[src/rtl/stretch_pkg.sv]
package stretch_pkg;
  localparam int DIV_W  = 8;
  localparam int CODE_W = 4;
  localparam int CNT_W  = DIV_W + 1 + (1 << CODE_W) - 1;

  localparam logic [CODE_W-1:0] CODE_OFF     = '0;
  localparam logic [CODE_W-1:0] CODE_FOREVER = '1;

  typedef enum logic [1:0] {
    PH_NONE = 2'd0,
    PH_ACK  = 2'd1,
    PH_DATA = 2'd2
  } phase_e;

  // hold length in clk cycles for a timed code
  function automatic logic [CNT_W-1:0] stretch_limit(
    input logic [DIV_W-1:0]  hi,
    input logic [DIV_W-1:0]  lo,
    input logic [CODE_W-1:0] code
  );
    logic [CNT_W-1:0] base;
    base = CNT_W'(hi) + CNT_W'(lo) + CNT_W'(1);
    return base << code;
  endfunction

  // does this falling edge start a stretch
  function automatic logic stretch_trigger(
    input logic   tx,
    input phase_e ph,
    input logic   txe,
    input logic   rxf
  );
    if (tx) return txe && (ph == PH_ACK || ph == PH_DATA);
    return rxf && (ph == PH_ACK);
  endfunction
endpackage

[src/rtl/scl_fall_det.sv]
module scl_fall_det #(
  parameter int SYNC_STAGES = 2
) (
  input  logic clk,
  input  logic rst_n,
  input  logic scl_async,
  output logic fall
);
  logic [SYNC_STAGES-1:0] sync_q;
  logic                   last_q;

  always_ff @(posedge clk or negedge rst_n) begin
    if (!rst_n) begin
      sync_q <= '1;
      last_q <= 1'b1;
    end else begin
      sync_q <= {sync_q[SYNC_STAGES-2:0], scl_async};
      last_q <= sync_q[SYNC_STAGES-1];
    end
  end

  assign fall = last_q & ~sync_q[SYNC_STAGES-1];
endmodule

[src/rtl/stretch_chan.sv]
module stretch_chan
  import stretch_pkg::*;
(
  input  logic              clk,
  input  logic              rst_n,
  input  logic              scl_fall,
  input  logic [DIV_W-1:0]  div_hi,
  input  logic [DIV_W-1:0]  div_lo,
  input  logic [CODE_W-1:0] code,
  input  logic              is_tx,
  input  phase_e            phase,
  input  logic              tx_empty,
  input  logic              rx_full,
  input  logic              stat_rd,
  output logic              hold,
  output logic              flag,
  output logic              start_ev,
  output logic              tmo_ev,
  output logic              release_ev
);
  logic [CNT_W-1:0] cnt_q;
  logic             sel_tx_q;
  logic             cond;
  logic             timed;
  logic [CNT_W-1:0] limit;

  assign limit    = stretch_limit(div_hi, div_lo, code);
  assign timed    = (code != CODE_OFF) && (code != CODE_FOREVER);
  assign cond     = sel_tx_q ? tx_empty : rx_full;
  assign start_ev = scl_fall && (code != CODE_OFF) &&
                    stretch_trigger(is_tx, phase, tx_empty, rx_full);
  assign release_ev = hold && !start_ev && ((code == CODE_OFF) || !cond);
  assign tmo_ev   = hold && !start_ev && !release_ev && timed &&
                    (cnt_q == limit - CNT_W'(1));

  always_ff @(posedge clk or negedge rst_n) begin
    if (!rst_n) begin
      hold     <= 1'b0;
      cnt_q    <= '0;
      sel_tx_q <= 1'b0;
    end else if (start_ev) begin
      hold     <= 1'b1;
      cnt_q    <= '0;
      sel_tx_q <= is_tx;
    end else if (hold) begin
      if (release_ev || tmo_ev) hold <= 1'b0;
      else                      cnt_q <= cnt_q + CNT_W'(1);
    end
  end

  always_ff @(posedge clk or negedge rst_n) begin
    if (!rst_n)       flag <= 1'b0;
    else if (tmo_ev)  flag <= 1'b1;
    else if (stat_rd) flag <= 1'b0;
  end
endmodule

[src/rtl/i2c_stretch_ctrl.sv]
module i2c_stretch_ctrl
  import stretch_pkg::*;
#(
  parameter int NCH = 2
) (
  input  logic                       clk,
  input  logic                       rst_n,
  input  logic                       scl_in,
  input  logic [DIV_W-1:0]           div_hi,
  input  logic [DIV_W-1:0]           div_lo,
  input  logic                       stat_rd,
  input  logic [NCH-1:0][CODE_W-1:0] mode,
  input  logic [NCH-1:0]             is_tx,
  input  logic [NCH-1:0][1:0]        phase,
  input  logic [NCH-1:0]             tx_empty,
  input  logic [NCH-1:0]             rx_full,
  output logic [NCH-1:0]             hold_scl,
  output logic [NCH-1:0]             tmo_flag
);
  logic           scl_fall;
  logic [NCH-1:0] start_ev;
  logic [NCH-1:0] tmo_ev;
  logic [NCH-1:0] release_ev;

  scl_fall_det #(.SYNC_STAGES(2)) u_fall (
    .clk       (clk),
    .rst_n     (rst_n),
    .scl_async (scl_in),
    .fall      (scl_fall)
  );

  for (genvar c = 0; c < NCH; c++) begin : g_ch
    stretch_chan u_ch (
      .clk        (clk),
      .rst_n      (rst_n),
      .scl_fall   (scl_fall),
      .div_hi     (div_hi),
      .div_lo     (div_lo),
      .code       (mode[c]),
      .is_tx      (is_tx[c]),
      .phase      (phase_e'(phase[c])),
      .tx_empty   (tx_empty[c]),
      .rx_full    (rx_full[c]),
      .stat_rd    (stat_rd),
      .hold       (hold_scl[c]),
      .flag       (tmo_flag[c]),
      .start_ev   (start_ev[c]),
      .tmo_ev     (tmo_ev[c]),
      .release_ev (release_ev[c])
    );
  end
endmodule

[config.mk]
export PLATFORM = sky130hd
export DESIGN_NAME = i2c_stretch_ctrl
export DESIGN_NICKNAME = d
export VERILOG_FILES = /design/src/rtl/stretch_pkg.sv /design/src/rtl/scl_fall_det.sv /design/src/rtl/stretch_chan.sv /design/src/rtl/i2c_stretch_ctrl.sv
export SDC_FILE = /design/constraint.sdc
export NUM_CORES = 1
export LEC_CHECK = 0
export ABC_AREA = 1
export CAP_MARGIN = 25
export CORE_MARGIN = 2
export CORE_UTILIZATION = 48
export DETAILED_ROUTE_END_ITERATION = 16
export DONT_BUFFER_PORTS = 1
export PLACE_DENSITY = 0.67
export SETUP_SLACK_MARGIN = 0.02
export SLEW_MARGIN = 20
export SYNTH_ARGS = -nofsm -noshare
export SYNTH_HDL_FRONTEND = slang
export SYNTH_SLANG_ARGS = --single-unit
[constraint.sdc]
create_clock -name clk -period 3.96 [get_ports clk]
set_input_delay 0.198 -clock clk [delete_from_list [all_inputs] [get_ports clk]]
set_output_delay 0.198 -clock clk [all_outputs]
set_load 0.005 [all_outputs]
* After elaboration in Yosys (flattened, before gate mapping)
Index checks and enable logic that the tools add are counted.
** Word-level totals
- Logic and storage cells :: 95
- RAM bits :: 0
- Latch bits :: 0
- Bits in read-only memories :: 0
- Bits of input ports :: 38
- Register bits :: 57
- Memories :: 0
** Operators by class
- Muxes and demuxes :: 23
- Bitwise gates (word level) :: 2
- Add/subtract/negate cells :: 6
- $lt $le $gt $ge :: 0
- Shift-type cells :: 2
- Reductions and logical operators :: 42
- Divide/modulo/power cells :: 0
- Equal/unequal tests :: 10
- $mul :: 0
** Operator list (number)
- $mux 24 :: 6
- $add 24x1->24 const B :: 3
- $eq 24x24->1 :: 2
- $shl 24x4->24 :: 2
- $sub 24x1->24 const B :: 2
- $logic_and 1x1->1 :: 20
- $mux 1 :: 17
- $add 8x8->9 :: 1
- $logic_not 4->1 :: 2
- $ne 4x4->1 const B :: 2
- $reduce_bool 2->1 :: 4
- $reduce_bool 4->1 :: 2
- $logic_not 1->1 :: 6
- $logic_or 1x1->1 :: 6
- $eq 2x1->1 const B :: 2
- $eq 2x2->1 const B :: 2
- $ne 2x1->1 const B :: 2
- $reduce_and 2->1 :: 2
- $and 1x1->1 :: 1
- $not 1->1 :: 1

* Depth between registers and ports, before layout
- Depth in word-level cells :: 17
- Depth in mapped cells :: 35

* Cells and area by module
A second synthesis with hierarchy kept.
** Unflattened totals
- Cell total of the unflattened synthesis :: 1428
- Area total of the unflattened synthesis :: 8657.1 µm²
** By module, submodules not included
- stretch_chan at g_ch[1].u_ch :: sequential area each 675.6 µm², instances 1, area an instance 4383.0 µm², cells each 720
- stretch_chan at g_ch[0].u_ch :: sequential area each 675.6 µm², instances 1, area an instance 4185.3 µm², cells each 703
- scl_fall_det :: sequential area each 78.8 µm², instances 1, area an instance 88.8 µm², cells each 5

* Least setup slack after synthesis
No wires, ideal clock.
- Kind :: input -> register
- Start point :: input div_hi[0]
- End point :: register g_ch[1].u_ch.cnt_q[10]
- Arrival time :: 3.693 ns
- Required time :: 3.842 ns
- Cell stages on the path :: 32
- Setup slack :: 0.149 ns
- Cells stage by stage :: ha_1 -> inv_1 -> fa_1 -> inv_1 -> ha_1 -> o21ai_0 -> nor2_1 -> inv_1 -> nor2_1 -> inv_1 -> ha_1 -> xnor2_1 -> a31oi_1 -> o2111a_1 -> nand2_1 -> nor2_1 -> nand2_1 -> nor2_1 -> nand2_1 -> nor2_1 -> nand2_1 -> nor2_1 -> nand2_1 -> nor2_1 -> nand3_1 -> nor2_1 -> nand2_1 -> nor2_2 -> nand3_4 -> buf_2 -> nand4_1 -> nand2_1
** On the way
- Word-level cells in the longest chain between the ends :: 9
** RTL lines
- start: declaration :: line i2c_stretch_ctrl.sv:9 : input logic [DIV_W-1:0] div_hi,
- $add 8x8->9 :: line stretch_pkg.sv:22 : base = CNT_W'(hi) + CNT_W'(lo) + CNT_W'(1);
- $add 24x1->24 :: line stretch_pkg.sv:22
- $shl 24x4->24 :: line stretch_pkg.sv:23 : return base << code;
- $sub 24x1->24 :: line stretch_chan.sv:34 : (cnt_q == limit - CNT_W'(1));
- $eq 24x24->1 :: line stretch_chan.sv:34
- $logic_and 1x1->1 :: line stretch_chan.sv:33 : assign tmo_ev = hold && !start_ev && !release_ev && timed &&
- $logic_or 1x1->1 :: line stretch_chan.sv:46 : if (release_ev || tmo_ev) hold <= 1'b0;
- $ne 2x1->1 (no line)
- $reduce_and 2->1 (no line)
- end signal: assignment :: line stretch_chan.sv:47 : else cnt_q <= cnt_q + CNT_W'(1);
- end: declaration :: line stretch_chan.sv:21 : logic [CNT_W-1:0] cnt_q;
Every way passes these cells.
A chain may end at the register's enable or synchronous reset.

* Final worst setup path
- Start point :: input div_hi[0]
- End point :: register g_ch[0].u_ch.cnt_q[4]
** On the way
- Word-level cells in the longest chain between the ends :: 9
** RTL lines (line)
- $add 8x8->9 :: stretch_pkg.sv:22
- $add 24x1->24 :: stretch_pkg.sv:22
- $shl 24x4->24 :: stretch_pkg.sv:23
- $sub 24x1->24 :: stretch_chan.sv:34
- $eq 24x24->1 :: stretch_chan.sv:34
- $logic_and 1x1->1 :: stretch_chan.sv:33
- $logic_or 1x1->1 :: stretch_chan.sv:46
- $ne 2x1->1 (no line)
- $reduce_and 2->1 (no line)
- end signal: assignment :: stretch_chan.sv:47
- end: declaration :: stretch_chan.sv:21
Every way passes these cells.

==> run_results.csv <==
group,metric,value,unit
drt,routed_wl,23770,um
global_routing,grt_max_degree,58,
drt,viasPerCell,5.556,
yosys,syn_area,8134,um^2
die,dieArea,18000,um^2
pwr,power_density,270.1,nW/um^2
sta,setup_viol,0,
worst_setup_path,worst_path_max_delay_cell,"fa_1",
global_routing,antenna_found_initial,0,
cells_and_area,diodes,0,
yosys,synth_cell_types,46,
yosys,synth.most_common_cell,"nand2_1",
global_routing,grt_pass1_wl,40050,um
drt,wire_per_inst,14.71,um
cells_and_area,nets,1445,
sta,rsz0062_at_grt,"yes",
yosys,syn_nets,1439,
worst_setup_path,cp_max_fo,7,
die,dieWidth,134.2,um
yosys,synth_cells,1385,
worst_setup_path,worst_path_most_repeated_cell,"nand2_1",
sta,min_period,3784,ps
worst_setup_path,worstPathArrival,4050,ps
yosys,synth_area_leaders,"nand2_1 20%, dfrtp_1 17%, nand3_1 15%",
pwr,ir_drop,186.6,uV
yosys,synth_edf_count,0,
drt,drc_errors,0,
sta,period_share,95.55,%
clocking,cts_tree,"built",
yosys,synth_ff_type,"dfrtp_1",
yosys,yosysWarnings,0,
placement,port_buffers,0,
placement,hpwlAfterDp,17690,um
drt,drtIter0Drc,663,
yosys,synth_seq_area_share,17.58,%
worst_setup_path,cp-end-kind,"flop",
sta,tightest_slew,683.2,ps
global_routing,grt_pass1_vias,8356,
cells_and_area,syn2layout_area_growth,13.60,%
clocking,cts_root_buf,"clkbuf_16",
sta,finalHoldViolCount,0,
die,ioPinCount,42,
clocking,cts.sinks,57,
global_routing,gr-total-overflow,0,
worst_setup_path,path_class,"input port to flop",
placement,dp_cells,1583,
die,start_util,49.05,%
sta,maxSlewViolCount,0,
drt,ant_nets,0,
worst_setup_path,required,4230,ps
worst_setup_path,cp_top_family,"simple AND/OR/NAND/NOR gates",
yosys,syn_area_per_cell,5.873,um^2
yosys,yosys_register_bits,57,
die,core,16580,um^2
cells_and_area,fillCellCount,1738,
clocking,h-tree-depth,3,
yosys,synth_area_leader_cell,"nand2_1",
cells_and_area,stdcell_count,1616,
clocking,numCtsBuffers,9,
worst_setup_path,start_kind,"input port",
sta,slew_headroom,54.03,%
flow_run,max_cap_viol_count,0,
placement,gp_congestion,0.9016,
pwr,power.leakage,4.702,nW
worst_setup_path,cpPeakStageDelay,510,ps
cells_and_area,layout-drive-gt1-share,14.54,%
yosys,async_reset_ff_share,100.0,%
drt,drt_first_pass_iters,6,
sta,fin_ws,176.1,ps
worst_setup_path,critPathBufInv,7,
clocking,clk_pin_slew,50,ps
die,rows,47,
run_status,run_status,"complete, no violations",
hold_path,hold_class,"input port to flop",
pwr,finalPower,2.496,mW
drt,vias,8978,
yosys,synth_top_area_share,19.89,%
die,die_h,134.2,um
yosys,yosys-top-cells-count,"431 x nand2_1, 245 x nand3_1, 144 x inv_1",
sta,max_freq,0.2643,GHz
placement,pre_cts_ws,-481.3,ps
clocking,clkLatencyLatePin,330,ps
sta,finalClockSkew,3.799,ps
cells_and_area,final_util,55.72,%
global_routing,grt_usage,26.87,%
clocking,cts.path.max_buffers,2,
-- stage by stage --
step | hold slack [ps] | setup TNS, ps | instance area [um^2]
CTS | 56.00 | 0 | 8977
global route | 75.62 | -9335 | 9240
detailed placement | -96.30 | -16610 | 8404
global placement | -96.25 | -15340 | 8404
floorplan | -97.59 | 0 | 8134
finish | 60.44 | 0 | 9240
-- power breakdown --
part           switching (mW)  internal (mW)
registers              0.0479          0.613
clock network           0.272          0.538
logic                   0.665          0.360
-- worst register-to-register path, cell delays in order (launching register included) --
cell and delay (ps):
dfrtp_1 450, xnor2_1 160, a31oi_1 150, o2111a_1 210
nand2_1 70, nor2_2 70, nand2_1 50, nor2_1 70
nand2_1 50, nor2_1 90, nand2_1 60, nor2_1 100
nand2_1 70, nor2_2 100, nand3_1 70, nor2_1 100
nand2_1 60, nor2_2 150, nand3_4 200, clkbuf_16 240
nand4_1 70, nand2_1 60
-- routing by layer --
metal | up-vias | GRT usage [%] | wire [um]
met2 | 262 | 45.72 | 11490
met4 | 0 | 7.778 | 610
met1 | 4108 | 35.64 | 10520
met5 | - | 0 | 0
li1 | 4559 | - | -
met3 | 49 | 3.553 | 1155
-- cells in the final DEF, fill, tap and decap left out, drive strengths merged, types with 3 or more instances in the layout --
| master | n |
|---|---|
| xnor2 | 16 |
| o2111a | 3 |
| clkinv | 5 |
| buf | 43 |
| dlygate4sd3 | 3 |
| nand3 | 273 |
| nor3 | 17 |
| xor2 | 49 |
| nor2 | 123 |
| a21oi | 16 |
| ha | 15 |
| inv | 162 |
| nand4 | 83 |
| nand2 | 460 |
| dfstp | 3 |
| nor4 | 12 |
| clkbuf | 15 |
| o21ai | 16 |
| nand3b | 12 |
| dfrtp | 54 |
-- cell families after synthesis --
| family | after synthesis | synth area share (%) |
|---|---|---|
| AOI/OAI and AO/OA | 45 | 3.415 |
| xor gates and xnor gates | 66 | 7.276 |
| adders and majority gates | 16 | 2.553 |
| buffers and inverters | 222 | 10.98 |
| DFF | 57 | 17.58 |
| and+or+nand+nor | 979 | 58.19 |
-- final timing paths --
check                      slack (ps)                endpoint  cells after the start                   from
min reg2reg                       350        u_fall.sync_q[1]                      0       u_fall.sync_q[0]
max                               180   g_ch[0].u_ch.cnt_q[4]                     34              div_hi[0]
max in group asynchronous        3260        u_fall.sync_q[0]                      2                  rst_n
min                                60   g_ch[1].u_ch.sel_tx_q                      2               is_tx[1]
min in group asynchronous         400  g_ch[0].u_ch.cnt_q[19]                      2                  rst_n
max reg2reg                      1200  g_ch[1].u_ch.cnt_q[22]                     21  g_ch[1].u_ch.cnt_q[1]
-- what timing repair did --
item / 4_1_cts / 5_1_grt
endpoints found under the setup margin: 26 / 52
gates resized for setup: 28 / 35
hold buffers: 4 / 0
hold endpoints to repair: 60 / 0
pin swaps: 23 / 43
gates cloned: 3 / 4
buffers inserted: 2 / 5
-- layout make-up --
cell class | count | area (um^2) | area share, %
Timing Repair Buffer | 47 | 481.7 | 5.213
Clock buffer | 14 | 274.0 | 2.965
Tap cell | 220 | 275.3 | 2.979
Multi-Input combinational cell | 1110 | 6121 | 66.24
Sequential cell | 57 | 1430 | 15.48
Inverter | 166 | 623.1 | 6.743
Clock inverter | 2 | 35.03 | 0.3791
-- sequential cells by signal (all words and copies together) (netlist names) --
name / count
u_fall.sync_q: 2
g_ch.u_ch.flag: 2
g_ch.u_ch.sel_tx_q: 2
g_ch.u_ch.hold: 2
g_ch.u_ch.cnt_q: 48
u_fall.last_q: 1
No activity file was read; power rests on OpenSTA's default activity.
